### src/rtl/mp_arb_pkg.sv
package mp_arb_pkg;
  localparam int DEF_NODES  = 8;
  localparam int DEF_ADDR_W = 32;
  localparam int DEF_SEL_W  = 4;

  typedef struct packed {
    logic busy;
    logic retry;
  } txn_flags_t;
endpackage

### src/rtl/mp_rst_sync.sv
module mp_rst_sync (
  input  logic clk,
  input  logic rst_n,
  output logic rst_sync_n
);
  logic [1:0] stage_q;

  always_ff @(posedge clk or negedge rst_n) begin
    if (!rst_n) stage_q <= 2'b00;
    else        stage_q <= {stage_q[0], 1'b1};
  end

  assign rst_sync_n = stage_q[1];
endmodule

### src/rtl/mp_owner_track.sv
module mp_owner_track #(
  parameter int NODES = mp_arb_pkg::DEF_NODES,
  parameter int IDW   = $clog2(NODES)
) (
  input  logic             clk,
  input  logic             rst_n,
  input  logic [NODES-1:0] lines_n,
  input  logic             host_req,
  output logic             owner_valid,
  output logic [IDW-1:0]   owner_idx
);
  logic [NODES-1:0] req;
  logic             any_req;
  logic [IDW-1:0]   low_idx;
  logic             owner_valid_d, owner_valid_q;
  logic [IDW-1:0]   owner_idx_d, owner_idx_q;
  logic             owner_holds;

  assign req = ~lines_n;

  always_comb begin
    any_req = 1'b0;
    low_idx = '0;
    for (int i = NODES - 1; i >= 0; i--) begin
      if (req[i]) begin
        any_req = 1'b1;
        low_idx = IDW'(i);
      end
    end
  end

  assign owner_holds = owner_valid_q && req[owner_idx_q];

  always_comb begin
    owner_valid_d = owner_valid_q;
    owner_idx_d   = owner_idx_q;
    if (!owner_holds) begin
      if (!host_req && any_req) begin
        owner_valid_d = 1'b1;
        owner_idx_d   = low_idx;
      end else begin
        owner_valid_d = 1'b0;
      end
    end
  end

  always_ff @(posedge clk or negedge rst_n) begin
    if (!rst_n) begin
      owner_valid_q <= 1'b0;
      owner_idx_q   <= '0;
    end else begin
      owner_valid_q <= owner_valid_d;
      owner_idx_q   <= owner_idx_d;
    end
  end

  assign owner_valid = owner_valid_q;
  assign owner_idx   = owner_idx_q;

  assert_owner_hold_R3: assert property (@(posedge clk) disable iff (!rst_n)
    (owner_valid_q && req[owner_idx_q]) |=> (owner_valid_q && $stable(owner_idx_q)));

  assert_host_blocks_R6: assert property (@(posedge clk) disable iff (!rst_n)
    (!owner_valid_q && host_req) |=> !owner_valid_q);
endmodule

### src/rtl/mp_txn_track.sv
module mp_txn_track #(
  parameter int ADDR_W = mp_arb_pkg::DEF_ADDR_W,
  parameter int SEL_W  = mp_arb_pkg::DEF_SEL_W
) (
  input  logic              clk,
  input  logic              rst_n,
  input  logic              accept,
  input  logic [ADDR_W-1:0] txn_addr,
  input  logic              txn_burst,
  input  logic              txn_done,
  input  logic              backoff,
  output logic              busy,
  output logic              retry,
  output logic              abort,
  output logic              host_space,
  output logic [ADDR_W-1:0] addr
);
  import mp_arb_pkg::*;

  localparam int SEL_LO = ADDR_W - SEL_W;

  txn_flags_t        flags_d, flags_q;
  logic [ADDR_W-1:0] addr_d, addr_q;
  logic              addr_en;

  assign host_space = (addr_q[ADDR_W-1:SEL_LO] != '0);
  assign abort      = backoff && flags_q.busy && host_space;
  assign addr_en    = accept;

  always_comb begin
    flags_d = flags_q;
    addr_d  = addr_q;
    if (abort) begin
      flags_d.busy  = 1'b0;
      flags_d.retry = 1'b1;
    end else if (accept) begin
      flags_d.busy  = 1'b1;
      flags_d.retry = 1'b0;
      addr_d        = txn_burst ? addr_q + ADDR_W'(1) : txn_addr;
    end else if (txn_done && flags_q.busy) begin
      flags_d.busy  = 1'b0;
    end
  end

  always_ff @(posedge clk or negedge rst_n) begin
    if (!rst_n) flags_q <= '0;
    else        flags_q <= flags_d;
  end

  always_ff @(posedge clk or negedge rst_n) begin
    if (!rst_n)       addr_q <= '0;
    else if (addr_en) addr_q <= addr_d;
  end

  assign busy  = flags_q.busy;
  assign retry = flags_q.retry;
  assign addr  = addr_q;

  assert_abort_release_R7: assert property (@(posedge clk) disable iff (!rst_n)
    abort |=> (!busy && retry));

  assert_boff_ignored_R8: assert property (@(posedge clk) disable iff (!rst_n)
    (backoff && busy && !host_space && !txn_done) |=> busy);

  assert_burst_step_R9: assert property (@(posedge clk) disable iff (!rst_n)
    (accept && txn_burst) |=> (addr == $past(addr) + ADDR_W'(1)));

  assert_retry_clear_R11: assert property (@(posedge clk) disable iff (!rst_n)
    accept |=> !retry);
endmodule

### src/rtl/mp_bus_arbiter.sv
module mp_bus_arbiter #(
  parameter int NODES  = mp_arb_pkg::DEF_NODES,
  parameter int ADDR_W = mp_arb_pkg::DEF_ADDR_W,
  parameter int SEL_W  = mp_arb_pkg::DEF_SEL_W
) (
  input  logic                     clk,
  input  logic                     rst_n,
  input  logic [$clog2(NODES)-1:0] node_id,
  input  logic [NODES-1:0]         bus_req_n,
  input  logic                     host_req,
  input  logic                     backoff,
  input  logic                     txn_want,
  input  logic                     txn_start,
  input  logic [ADDR_W-1:0]        txn_addr,
  input  logic                     txn_burst,
  input  logic                     txn_done,
  input  logic                     txn_lock,
  output logic                     own_req_n,
  output logic                     is_master,
  output logic                     host_sel,
  output logic                     host_grant,
  output logic                     bus_lock,
  output logic                     retry,
  output logic [ADDR_W-1:0]        bus_addr
);
  localparam int IDW = $clog2(NODES);

  logic           rst_s_n;
  logic           id_ok_q, id_ok_d;
  logic [IDW-1:0] id_q, id_d;
  logic           id_en;
  logic           owner_valid;
  logic [IDW-1:0] owner_idx;
  logic           master;
  logic           accept;
  logic           busy, abort, host_space;
  logic           grant_d, grant_q;
  logic           lock_d, lock_q;
  logic           req_on;

  mp_rst_sync i_rst_sync (
    .clk        (clk),
    .rst_n      (rst_n),
    .rst_sync_n (rst_s_n)
  );

  assign id_en   = !id_ok_q;
  assign id_d    = node_id;
  assign id_ok_d = 1'b1;

  always_ff @(posedge clk or negedge rst_s_n) begin
    if (!rst_s_n) begin
      id_ok_q <= 1'b0;
      id_q    <= '0;
    end else if (id_en) begin
      id_ok_q <= id_ok_d;
      id_q    <= id_d;
    end
  end

  mp_owner_track #(.NODES(NODES), .IDW(IDW)) i_owner (
    .clk         (clk),
    .rst_n       (rst_s_n),
    .lines_n     (bus_req_n),
    .host_req    (host_req),
    .owner_valid (owner_valid),
    .owner_idx   (owner_idx)
  );

  assign master = id_ok_q && owner_valid && (owner_idx == id_q);
  assign accept = master && txn_start && !busy && !host_req;

  mp_txn_track #(.ADDR_W(ADDR_W), .SEL_W(SEL_W)) i_txn (
    .clk        (clk),
    .rst_n      (rst_s_n),
    .accept     (accept),
    .txn_addr   (txn_addr),
    .txn_burst  (txn_burst),
    .txn_done   (txn_done),
    .backoff    (backoff),
    .busy       (busy),
    .retry      (retry),
    .abort      (abort),
    .host_space (host_space),
    .addr       (bus_addr)
  );

  assign req_on = id_ok_q && txn_want && !(host_req && !busy) && !abort;

  always_comb begin
    grant_d = 1'b0;
    if (host_req) begin
      grant_d = grant_q
             || (master && (!busy || abort))
             || (id_ok_q && !owner_valid && (id_q == '0));
    end
  end

  assign lock_d = master && txn_lock;

  always_ff @(posedge clk or negedge rst_s_n) begin
    if (!rst_s_n) begin
      grant_q <= 1'b0;
      lock_q  <= 1'b0;
    end else begin
      grant_q <= grant_d;
      lock_q  <= lock_d;
    end
  end

  assign own_req_n  = !req_on;
  assign is_master  = master;
  assign host_sel   = master && host_space;
  assign host_grant = grant_q;
  assign bus_lock   = lock_q;

  assert_grant_excl_R6: assert property (@(posedge clk) disable iff (!rst_s_n)
    grant_q |-> !master);

  assert_grant_idle_R6: assert property (@(posedge clk) disable iff (!rst_s_n)
    $rose(grant_q) |-> !busy);

  assert_quiet_R10: assert property (@(posedge clk) disable iff (!rst_s_n)
    !id_ok_q |-> (own_req_n && !is_master && !grant_q));
endmodule

### config.mk
export PLATFORM = sky130hd
export DESIGN_NAME = mp_bus_arbiter
export DESIGN_NICKNAME = d
export VERILOG_FILES = /design/src/rtl/mp_arb_pkg.sv /design/src/rtl/mp_rst_sync.sv /design/src/rtl/mp_owner_track.sv /design/src/rtl/mp_txn_track.sv /design/src/rtl/mp_bus_arbiter.sv
export SDC_FILE = /design/constraint.sdc
export NUM_CORES = 1
export LEC_CHECK = 0
export ABC_AREA = 1
export BUFFER_PORTS_ARGS = -buffer_cell sky130_fd_sc_hd__buf_2
export CORE_ASPECT_RATIO = 1.75
export CORE_MARGIN = 4
export CORE_UTILIZATION = 55
export CTS_CLUSTER_SIZE = 28
export DETAILED_ROUTE_END_ITERATION = 10
export PLACE_DENSITY = 0.83
export SLEW_MARGIN = 20
export SYNTH_ARGS = -nofsm -noshare
export SYNTH_HDL_FRONTEND = slang
export SYNTH_HIERARCHICAL = 1
export SYNTH_SLANG_ARGS = --single-unit
### constraint.sdc
create_clock -name clk -period 2.55 [get_ports clk]
set_clock_uncertainty 0.1 [all_clocks]
set_input_delay 0.51 -clock clk [delete_from_list [all_inputs] [get_ports clk]]
set_output_delay 0.51 -clock clk [all_outputs]
set_load 0.02 [all_outputs]
Yosys cells after proc, flatten, opt, wreduce, memory -nomap -nowiden --
Cells that the tools add are included.
Storage, ports and cells: register bits after elaboration 46, input bits 52, output and inout port bits 38, logic and storage cells 75
Operators by class: $add $sub $neg 1, $lt $le $gt $ge 1, equal/unequal tests 1, multiplexer cells 25, bitwise logic cells 3, reduce and logical (&&, ||, !) cells 34
Operators with widths (number):
- $add 32x1->32 const B | 1
- $mux 32 | 1
- $mux 3 | 8
- $logic_and 1x1->1 | 19
- $mux 1 | 14
- $not 8->8 | 1
- $logic_not 1->1 | 6
- $lt 3x4->1 const B | 1
- $reduce_and 2->1 | 2
- $reduce_bool 4->1 | 1
- $bmux 1 s3 | 1
- $eq 3x3->1 | 1
- $logic_not 3->1 | 1
- $logic_or 1x1->1 | 3
- $reduce_bool 3->1 | 1
- $mux 2 | 1
- $not 1->1 | 2
- $reduce_bool 2->1 | 1

Longest topological paths before layout --
Gate-level depths: netlist (run 1).
depth in word-level cells 11, mapped depth 13, mapped depth without buffers 12

By module --
Netlist (run 1), hierarchy kept.
By module, submodules not included:
- mp_txn_track | instances 1, cells an instance 455, area an instance 2716.4 µm², seq. area each 850.8 µm²
- mp_bus_arbiter | instances 1, cells an instance 50, area an instance 330.3 µm², seq. area each 150.1 µm²
- mp_owner_track | instances 1, cells an instance 49, area an instance 306.5 µm², seq. area each 100.1 µm²
- mp_rst_sync | instances 1, cells an instance 3, area an instance 53.8 µm², seq. area each 50.0 µm²

Worst setup path after synthesis (run 1) --
OpenSTA, ideal clock, no wires.
kind flip-flop to output port, start point register i_txn.addr_q[29], in the netlist i_txn/addr[29], end point output own_req_n, arrival time 1.122 ns, required time 1.940 ns, path slack 0.818 ns, cell stages (with the launch flop) 7, buffers on the path 0, cells stage by stage dfrtp_1 -> inv_1 -> nand4_2 -> nand2_2 -> inv_1 -> inv_1 -> o2111ai_1
On the way: word-level cells in the longest chain between the ends 5
Ends and longest elaborated chain:
- from (decl) | line mp_txn_track.sv:23 | logic [ADDR_W-1:0] addr_d, addr_q;
- from (signal assigned) | line mp_txn_track.sv:52 | else if (addr_en) addr_q <= addr_d;
- $reduce_bool 4->1 | line mp_txn_track.sv:26 | assign host_space = (addr_q[ADDR_W-1:SEL_LO] != '0);
- net host_space | line mp_bus_arbiter.sv:36 | logic busy, abort, host_space;
- $logic_and 1x1->1 | line mp_txn_track.sv:27 | assign abort = backoff && flags_q.busy && host_space;
- net abort | line mp_bus_arbiter.sv:36
- $logic_not 1->1 | line mp_bus_arbiter.sv:88 | assign req_on = id_ok_q && txn_want && !(host_req && !busy) && !abort;
- $logic_and 1x1->1 | line mp_bus_arbiter.sv:88
- $logic_not 1->1 | line mp_bus_arbiter.sv:111 | assign own_req_n = !req_on;
- to (decl) | line mp_bus_arbiter.sv:18 | output logic own_req_n,
The timed path passes the listed nets, and every way through them passes these cells.

Final worst setup path (run 1) --
Same ends and word-level chain as after synthesis.

==> results.md, run 1 <==
- Xor/xnor cell area share of the yosys netlist: 0.257%
- Pin count of the biggest net entering global routing: 45
- Most frequent CP cell: inv_1
- Max IR drop VDD: 0.749 mV
- Buf/Inv on CP: 4
- I/O Buffers: 89
- CP max stage cell: dfrtp_1
- Worst-Margin Slew: 0.602 ns
- RSZ-0062 raised after global routing: false
- Number of global-route vias before repair: 3648
- Worst-path cell chain: inv_1, nand4_2, nand2_2, inv_1, inv_1, o2111ai_1, buf_2
- Avg Inst Size Synth: 6.12 um^2
- Clock network power share: 14.9%
- Sw Share: 49.2%
- Clock sink count: 46
- Starting DRT DRC Count: 212
- First-pass GRT wire length: 15800 um
- Area Growth Syn to Fin: 18.1%
- Register area share after synthesis: 33.8%
- Crit path DAT: 1.50 ns
- Setup Buffers After CTS: 0
- Worst skew pair latency: 0.31 ns
- Comb pwr share: 45.1%
- Mux contribution to synthesized area: 0%
- Max Slew Vio Count: 0
- Initial antenna violation count: 0
- Sequential share of power: 40.0%
- Nets: 698
- DRT antenna net count: 0
- Reg clk slew, reported paths: 0.10 ns
- Post-Synthesis Cells: 557
- Initial core utilization: 57.1%
- CP Capture Type: primary output
- GRT Overall Usage: 26.2%
- CTS tree: done
- LEAKAGE: 2.16 nW
- Core ar.: 5970 um^2
- Placed Instance Area: 3910 um^2
- Die H: 112 um
- Seq cells post-synth: 46
- Root buffer cell: clkbuf_8
- Die ar.: 7570 um^2
- Synth warn: 6
- First-pass DRT Iterations: 4
- Crit path launch type: register
- Hold Violations, Final: 0
- Main combinational cell family by area after synthesis: simple AND/OR/NAND/NOR gates
- Post-DR vias/cell: 5.21
- Post-synthesis simple-gate area fraction: 47.9%
- GPL Wtd Cong: 0.908
- I/O pin cnt: 90
- Setup_tns: 0 ns
- H-Tree Level Count: 2
- Final period utilization: 82.8%
- Final setup viols: 0
- Power Dens Cells: 867 nW/um^2
- Critical Path RT: 1.94 ns
- Crit Path Class: register to primary output
- Maxcap violations: 0
- Post-route cell area: 4030 um^2
- N_diodes: 0
- Net switching power: 1.72 mW
- DRT Wirelength: 9280 um
- Yosys cell types: 33
- Hold crit path type: register to asynchronous set/reset pin
- Final Util: 67.4%
- Fmax: 474 MHz
- Num CTS Buffers: 5
- DR WL/cell: 12.8 um
- CP top delay family: flip-flops
- Mapped cell area: 3410 um^2
- Die X: 67.5 um
- Worst slew margin: 59.9%
- P_int: 1.77 mW
- Longest Clk Path Bufs: 2
- Crit Path Max Fanout: 6
- Post-Syn Nets: 610
- Final min period: 2.11 ns
- Status: finished clean
- # DRC: 0
- Worst stage delay on the critical path: 0.45 ns
- Synth Area in Compound Gates: 7.75%
- Layout cell share with drive strength beyond 1: 21.2%
- Cell Rows: 37
- Gr ovfl total: 0
- Synth Area in Adders: 0.367%
- Post-CTS sizing: 0
- Hpwl dp: 7230 um
- Fillers: 545
- Via Count: 3774
-- power groups by stage --
| stage | Combinational, mW | Clock (mW) | Sequential [mW] |
|---|---|---|---|
| floorplan | 0.835 | 0 | 1.59 |
| global placement | 1.52 | 0 | 1.39 |
| detailed placement | 1.57 | 0 | 1.40 |
| CTS | 1.58 | 0.530 | 1.39 |
| global route | 1.77 | 0.558 | 1.44 |
| finish | 1.58 | 0.520 | 1.39 |
-- stage by stage --
| stage | power [mW] | setup WS (ns) | std cells | hold slack (ns) |
|---|---|---|---|---|
| 6_report | 3.49 | 0.438 | 724 | 0.248 |
| 3_3_place_gp | 2.92 | 0.568 | 715 | 0.195 |
| 2_1_floorplan | 2.42 | 0.818 | 557 | 0.114 |
| 3_5_place_dp | 2.97 | 0.548 | 715 | 0.195 |
| 4_1_cts | 3.50 | 0.437 | 724 | 0.267 |
| 5_1_grt | 3.77 | 0.322 | 724 | 0.287 |
-- flip-flops by register name (all words and copies together), names as in the netlist --
name	count
bus_lock	1
host_grant	1
i_owner/owner_idx	3
i_owner/owner_valid	1
i_rst_sync/stage_q	2
i_txn/addr	32
i_txn/busy	1
i_txn/retry	1
id_ok_q	1
id_q	3
-- worst reg2reg max path, cell delays in order (launching register included) --
cell,delay [ns]
dfrtp_1,0.46
inv_1,0.07
nand2_1,0.07
nand2_1,0.06
nor2_2,0.12
nand2_1,0.11
nor2_1,0.20
nand2_2,0.12
inv_2,0.29
o21ai_0,0.16
nand2_1,0.08
nand2_1,0.05
inv_1,0.06
-- final cells by class --
| cell class | instances | area (um^2) | area share (%) |
|---|---|---|---|
| Clock inverter | 1 | 8.76 | 0.218 |
| Sequential cell | 46 | 1150 | 28.7 |
| Timing Repair Buffer | 94 | 485 | 12.1 |
| Inverter | 69 | 259 | 6.43 |
| Multi-Input combinational cell | 429 | 1920 | 47.8 |
| Tap cell | 78 | 97.6 | 2.42 |
| Clock buffer | 7 | 96.3 | 2.39 |
-- what timing repair did --
action | 4_1_cts | 5_1_grt
hold endpoints to repair | 2 | 0
setup endpoints to repair | 0 | 0
hold buffers | 1 | 0
-- worst paths after layout --
path | from | to | slack [ns] | depth (start not counted)
min | i_rst_sync/stage_q[1] | i_txn/addr[22] | 0.25 | 0
max in group asynchronous | i_rst_sync/stage_q[1] | i_txn/addr[4] | 1.69 | 0
max reg2reg | i_owner/owner_idx[1] | i_txn/addr[9] | 0.56 | 12
max | i_txn/addr[29] | own_req_n | 0.44 | 7
min in group clk | i_rst_sync/stage_q[0] | i_rst_sync/stage_q[1] | 0.27 | 0
min reg2reg | i_rst_sync/stage_q[1] | i_txn/addr[22] | 0.25 | 0
-- cells by family after synthesis --
logic type / count (synthesis)
AO/OA/AOI/OAI: 50
AND/OR/NAND/NOR: 375
other: 2
adder cells (fa/ha/maj): 1
flip-flops: 46
buffers and inverters: 82
XOR/XNOR: 1
-- cells in the final DEF (no fill, tap or decap), types with 2 or more instances in the layout --
master / n
nand3b_1: 3
o21ai_0: 23
inv_1: 66
conb_1: 2
nor2_1: 94
or2_2: 3
buf_4: 4
nand2_2: 13
nand3_1: 42
nand4_1: 2
o21ai_1: 5
inv_2: 2
nand3_2: 2
buf_2: 89
nand2_1: 197
dfrtp_1: 45
clkbuf_8: 7
nor2_4: 4
nor2_8: 2
nor3_1: 4
nor2_2: 6
a21oi_1: 15
a31oi_1: 4
-- synth_stat cells, drive strengths merged --
library cell | count | area [um^2]
nand3 | 44 | 230
nand2 | 211 | 832
nand3b | 3 | 22.5
dfrtp | 46 | 1150
a21oi | 16 | 83.8
and2 | 1 | 6.26
conb | 2 | 7.51
a31oi | 4 | 25.0
xor2 | 1 | 8.76
nand4 | 3 | 25.0
nor2 | 106 | 475
clkbuf | 4 | 15.0
or2 | 3 | 18.8
buf | 9 | 58.8
nor3 | 4 | 20.0
o21ai | 28 | 140
o2111ai | 1 | 8.76
o22ai | 1 | 6.26
ha | 1 | 12.5
inv | 68 | 255
clkinv | 1 | 3.75
-- layer usage --
| metal | wire, um | global-route usage, % |
|---|---|---|
| met5 | 0 | 0 |
| met4 | 350 | 11.8 |
| met3 | 419 | 3.90 |
| met2 | 4960 | 46.3 |
| met1 | 3550 | 29.7 |
(Power assumes the default switching activity.)
==> inputs of run 2 (changes only) <==
--- a/config.mk
+++ b/config.mk
@@ -9,10 +9,10 @@
 export BUFFER_PORTS_ARGS = -buffer_cell sky130_fd_sc_hd__buf_2
 export CORE_ASPECT_RATIO = 1.75
 export CORE_MARGIN = 4
-export CORE_UTILIZATION = 55
+export CORE_UTILIZATION = 54
 export CTS_CLUSTER_SIZE = 28
 export DETAILED_ROUTE_END_ITERATION = 10
-export PLACE_DENSITY = 0.83
+export PLACE_DENSITY = 0.81
 export SLEW_MARGIN = 20
 export SYNTH_ARGS = -nofsm -noshare
 export SYNTH_HDL_FRONTEND = slang
==> constraint.sdc (replaced) <==
create_clock -name clk -period 2 [get_ports clk]
set_clock_uncertainty 0.1 [all_clocks]
set_input_delay 0.4 -clock clk [delete_from_list [all_inputs] [get_ports clk]]
set_output_delay 0.4 -clock clk [all_outputs]
set_load 0.02 [all_outputs]
==> run 2 against run 1 <==
  * Critical path depth did not move
  * Count of clock-buffer cells in the layout decreased by 2
  * Clock power increased by 66%
  * Final cell count grew 1.9%
  * Sequential cell count stayed put
  * Via count grew 0.87%
  * Cell area grew 4.5%
  * Critical path type unchanged
  * Largest cell class unchanged
==> results.md, run 2 (synthesis gave the netlist of run 1 again) <==
- Status: finished clean
- First-pass GRT wire length: 16500 um (+4.2%)
- Worst-path cell chain: inv_2, nand4_4, nand2_2, inv_1, inv_2, o2111ai_2, buf_6
- Initial antenna violation count: 0 (unchanged)
- Critical Path RT: 1.50 ns (-0.44 ns)
- Met1 wire length: 3580 um (+0.87%)
- Max reg flops: 32 (unchanged)
- GRT Overall Usage: 27.6% (+1.4 points)
- I/O Buffers: 89 (unchanged)
- DR WL/cell: 13.7 um (+6.7%)
- Core ar.: 6180 um^2 (+3.5%)
- Layout cell share with drive strength beyond 1: 24.2% (+3.0 points)
- Worst slew margin: 60.0% (+0.14 points)
- Pin count of the biggest net entering global routing: 57 (+27%)
- Via Count: 3807 (+0.87%)
- LEAKAGE: 2.25 nW (+3.8%)
- Worst skew pair latency: 0.32 ns (about the same)
- Total Power: 4.84 mW (+39%)
- Final setup viols: 0 (unchanged)
- Die ar.: 7690 um^2 (+1.7%)
- Setup_tns: 0 ns (unchanged)
- Most common cell after layout, fill and taps aside: nand2_1
- Area of the multi-input gates: 1960 um^2 (+1.8%)
- Crit Path Max Fanout: 4 (-2)
- Die X: 68.0 um (+0.81%)
- I/O pin cnt: 90 (unchanged)
- H-Tree Level Count: 2 (unchanged)
- Initial core utilization: 55.1% (-1.9 points)
- CP top delay family: flip-flops
- Gr ovfl total: 0 (unchanged)
- Hold Violations, Final: 0 (unchanged)
- Nets: 710 (+1.7%)
- Fillers: 589 (+8.1%)
- Worst stage delay on the critical path: 0.44 ns (about the same)
- Crit Path Class: register to primary output
- N_diodes: 0 (unchanged)
- Starting DRT DRC Count: 199 (-6.1%)
- Num CTS Buffers: 5 (unchanged)
- Area Growth Syn to Fin: 23.5%
- DRT antenna net count: 0 (unchanged)
- Reg clk slew, reported paths: 0.10 ns (about the same)
- Highest routing layer actually used: met4
- Non-Filler Instances: 738 (+1.9%)
- Crit path DAT: 1.43 ns (-0.07 ns)
- Buf/Inv on CP: 4 (unchanged)
- Max Slew Vio Count: 0 (unchanged)
- Final min period: 1.93 ns
- Crit path launch type: register
- Register area: 1150 um^2 (-0.22%)
- Power Dens Cells: 1150 nW/um^2 (+33%)
- Worst-Margin Slew: 0.599 ns (-0.00210 ns)
- Longest Clk Path Bufs: 2 (unchanged)
- Maxcap violations: 0 (unchanged)
- Post-DR vias/cell: 5.16 (-1.0%)
- Cell Rows: 38 (+2.7%)
- Commonest non-fill, non-tap cells in the layout: nand2_1 (196), nor2_1 (91), buf_2 (87)
- Most frequent CP cell: inv_2
- Hold crit path type: input pin to register
- Minimum hold slack: 0.187 ns (-0.0607 ns)
- Number of global-route vias before repair: 3787 (+3.8%)
- Met3 Wirelength: 481 um (+15%)
- # DRC: 0 (unchanged)
- CP Capture Type: primary output
- First-pass DRT Iterations: 4 (unchanged)
- Root buffer cell: clkbuf_8
- Hpwl dp: 7590 um (+5.1%)
- CP max stage cell: dfrtp_1
- DP Cell Count: 720 (+0.70%)
- Die H: 113 um (+0.86%)
- GPL Wtd Cong: 0.892 (-1.8%)
- DRT Wirelength: 10100 um (+8.8%)
- Fmax: 519 MHz
- Clock sink count: 46 (unchanged)
- Final period utilization: 96.4%
- Max IR drop VDD: 0.965 mV (+29%)
- CTS tree: done
- Met2 WL: 5660 um (+14%)
[run 2: power breakdown]
part           switching (mW)  internal (mW)  leakage, nW
combinational            1.45          0.787         1.63
sequential              0.484           1.26        0.551
clock                   0.364          0.501       0.0683
[run 2: worst paths after layout]
check	endpoint	cells after the start	startpoint	slack, ns
hold / removal	id_q[0]	3	node_id[0]	0.19
setup reg to reg	i_txn/addr[21]	12	i_owner/owner_valid	0.16
max in group asynchronous	i_txn/addr[9]	1	i_rst_sync/stage_q[1]	1.14
min in group asynchronous	i_txn/addr[0]	1	i_rst_sync/stage_q[1]	0.25
setup / recovery	own_req_n	7	i_txn/addr[31]	0.07
hold reg to reg	i_txn/addr[0]	1	i_rst_sync/stage_q[1]	0.25
[run 2: tightest hold or removal path: stages]
cell     delay (ns)
buf_2          0.08
nand2_1        0.04
o21ai_0        0.06
[run 2: timing repair]
item	4_1_cts	5_1_grt
resized for setup	1	16
buffers inserted	1	8
setup endpoints to repair	9	26
endpoints found under the hold margin	2	0
hold buffers	1	0
pin swaps	0	2
[run 2: final cells by class]
class                           count  area share (%)
Multi-Input combinational cell    429            46.5
Sequential cell                    46            27.4
Timing Repair Buffer              106            14.2
Inverter                           69            6.22
Tap cell                           80            2.38
Clock buffer                        5            1.64
Clock inverter                      3            1.64
[run 2: through the flow]
step | setup slack, ns | util, % | cell area (um^2)
6_report | 0.0728 | 68.1 | 4210
5_1_grt | -0.00545 | 68.1 | 4210
4_1_cts | -0.0103 | 66.4 | 4100
3_5_place_dp | -0.00468 | 63.8 | 3950
3_3_place_gp | 0.0864 | 63.8 | 3950
2_1_floorplan | 0.325 | - | 3410
[run 2: routing by layer]
metal  vias to the layer above  global-route usage (%)
li1                       1913                       -
met1                      1763                    29.2
met2                       105                    50.4
met3                        26                    4.87
met4                         0                    12.5
met5                         -                       0
==> inputs of run 3 (changes only) <==
--- a/config.mk
+++ b/config.mk
@@ -10,8 +10,8 @@
 export CORE_ASPECT_RATIO = 1.75
 export CORE_MARGIN = 4
 export CORE_UTILIZATION = 54
-export CTS_CLUSTER_SIZE = 28
 export DETAILED_ROUTE_END_ITERATION = 10
+export GPL_TIMING_DRIVEN = 0
 export PLACE_DENSITY = 0.81
 export SLEW_MARGIN = 20
 export SYNTH_ARGS = -nofsm -noshare
==> run 3 against run 2 <==
  * Global-route usage up 1.5 points
  * Maximum frequency shrank 1.2%
  * First-iteration DRC count rose by 13%
  * Non-clock buffer count increased by 8
  * Largest power group unchanged
  * Worst setup slack lost 0.022 ns
  * Cell area is the same
==> results.md, run 3 (synthesis gave the netlist of run 1 again) <==
- Most frequent CP cell: inv_2
- R2R setup slack: 0.17 ns (about the same)
- Most common cell after layout, fill and taps aside: nand2_1
- First-pass DRT Iterations: 4 (unchanged)
- Final setup viols: 0 (unchanged)
- I/O pin cnt: 90 (unchanged)
- Hpwl dp: 8300 um (+9.3%)
- Final period utilization: 97.5% (+1.1 points)
- Crit Path Class: register to primary output
- Reg-to-Reg End: i_txn/addr[6]
- Area Growth Syn to Fin: 23.5% (unchanged)
- Final min period: 1.95 ns (+0.0225 ns)
- Initial antenna violation count: 0 (unchanged)
- Commonest non-fill, non-tap cells in the layout: nand2_1 (196), nor2_1 (92), buf_2 (92)
- Power Dens Cells: 1120 nW/um^2 (-3.0%)
- Reg clk slew, reported paths: 0.10 ns (about the same)
- Post-DR vias/cell: 5.18 (+0.49%)
- LEAKAGE: 2.24 nW (-0.31%)
- Worst stage delay on the critical path: 0.46 ns (+0.02 ns)
- CTS tree: done
- Max Slew Vio Count: 0 (unchanged)
- Clock sink count: 46 (unchanged)
- Core ar.: 6180 um^2 (unchanged)
- Nets: 718 (+1.1%)
- Worst skew pair latency: 0.32 ns (about the same)
- First-pass GRT wire length: 17000 um (+3.4%)
- Gr ovfl total: 0 (unchanged)
- Non-Filler Instances: 746 (+1.1%)
- Fmax: 513 MHz (-1.2%)
- Max reg flops: 32 (unchanged)
- Worst-path cell chain: inv_2, nand4_4, nand2_2, inv_2, inv_2, o2111ai_1, buf_4
- # DRC: 0 (unchanged)
- Crit path DAT: 1.45 ns (+0.02 ns)
- Die ar.: 7690 um^2 (unchanged)
- Longest Clk Path Bufs: 2 (unchanged)
- Num CTS Buffers: 5 (unchanged)
- Via Count: 3867 (+1.6%)
- Crit Path Max Fanout: 5 (+1)
- Clock network power share: 15.4% (-2.5 points)
- Total Power: 4.70 mW (-3.0%)
- CP max stage cell: dfrtp_1
- DP Cell Count: 727 (+0.97%)
- Number of global-route vias before repair: 3835 (+1.3%)
- H-Tree Level Count: 2 (unchanged)
- Initial core utilization: 55.1% (unchanged)
- I/O Buffers: 89 (unchanged)
- R2r worst-path depth: 10 (-2)
- CP Capture Type: primary output
- Maxcap violations: 0 (unchanged)
- Status: finished clean
- DRT antenna net count: 0 (unchanged)
- Worst slew margin: 62.9% (+2.8 points)
- Net switching power: 2.28 mW (-0.93%)
- Die X: 68.0 um (unchanged)
- Crit path from: i_txn/addr[28]
- Die H: 113 um (unchanged)
- Hold crit path type: register to asynchronous set/reset pin
- Crit path launch type: register
- DRT Wirelength: 10500 um (+4.0%)
- Root buffer cell: clkbuf_8
- Max IR drop VDD: 0.702 mV (-27%)
- DR WL/cell: 14.1 um (+2.9%)
- Sequential share of power: 37.4% (+1.4 points)
- Worst setup endpoint: own_req_n
- Sw Share: 48.4% (+1.0 points)
- Critical Path RT: 1.50 ns (about the same)
- Pin count of the biggest net entering global routing: 28 (-51%)
- N_diodes: 0 (unchanged)
- Hold Violations, Final: 0 (unchanged)
- GPL Wtd Cong: 0.921 (+3.2%)
- Cell Rows: 38 (unchanged)
- Layout cell share with drive strength beyond 1: 24.6% (+0.46 points)
- RSZ-0062 raised after global routing: true
- Worst-Margin Slew: 0.557 ns (-0.0426 ns)
- P_int: 2.42 mW (-4.8%)
- RR Startpoint: i_owner/owner_idx[0]
- Starting DRT DRC Count: 224 (+13%)
- Comb pwr share: 47.1% (+0.9 points)
- GRT Overall Usage: 29.1% (+1.5 points)
==> run 3: cell count changes in the layout (fill, tap and decap cells not counted), sizes merged <==
cell / before / now
clkbuf: 5 / 9
buf: 105 / 109
clkinvlp: 0 / 2
clkinv: 2 / 1
bufinv: 2 / 1
==> run 3: repair_timing <==
item	CTS	global route
gates resized for setup	2	14
endpoints found under the hold margin	2	0
hold buffers	1	0
pin swaps	0	2
endpoints found under the setup margin	6	34
buffers inserted	1	9
==> run 3: metal layers <==
layer | wire length (um) | part of all wire [%] | global-route usage [%] | vias to the layer above
li1 | - | - | - | 1939
met1 | 3700 | 35 | 29.1 | 1801
met2 | 5880 | 56 | 54.1 | 98
met3 | 516 | 4.9 | 6.16 | 29
met4 | 399 | 3.8 | 13.4 | 0
met5 | 0 | 0 | 0 | -
==> run 3: power by group through the flow <==
stage               clock, mW  combinational, mW  sequential, mW
floorplan                   0               1.06            2.02
global route            0.766               2.48            1.80
finish                  0.726               2.22            1.76
detailed placement          0               2.05            1.78
global placement            0               1.98            1.77
CTS                     0.736               2.07            1.77
==> run 3: worst max-delay path: cells and delay by family, from the launching register on <==
kind	cells	cell delay, ns
AO/OA/AOI/OAI	1	0.08
flip-flops	1	0.46
buffers and inverters	4	0.38
AND/OR/NAND/NOR	2	0.22
==> run 3: per-stage QoR <==
| stage | cell area (um^2) | hold WS, ns | setup WS, ns | TNS [ns] | util (%) |
|---|---|---|---|---|---|
| final | 4210 | 0.106 | 0.0504 | 0 | 68.1 |
| after global routing | 4210 | 0.146 | -0.0185 | -0.0253 | 68.1 |
| after CTS | 4110 | 0.132 | 0.0101 | 0 | 66.5 |
| after detailed placement | 3970 | 0.0882 | 0.00290 | 0 | 64.3 |
| after global placement | 3950 | 0.0838 | -0.0672 | -2.78 | 63.9 |
| after floorplan | 3410 | 0.00441 | 0.325 | 0 | - |
==> run 3: worst min path at each step <==
stage,startpoint,end,slack (ns)
6_report,i_rst_sync/stage_q[1],i_txn/addr[0],0.11
5_1_grt,i_rst_sync/stage_q[1],i_txn/addr[0],0.15
4_1_cts,i_rst_sync/stage_q[1],i_txn/addr[0],0.13
3_5_place_dp,rst_n,i_rst_sync/stage_q[0],0.09
3_3_place_gp,rst_n,i_rst_sync/stage_q[0],0.08
2_1_floorplan,rst_n,i_rst_sync/stage_q[0],0.004
==> run 3: layout make-up <==
cell class | instances | area (um^2)
multi-input cells | 429 | 1940
clock buffers | 5 | 68.8
flip-flops and latches | 46 | 1160
inverters | 69 | 259
plain buffers | 13 | 77.6
fillers | 583 | 1970
clock inverters | 3 | 45.0
repair buffers | 101 | 556
well taps | 80 | 100
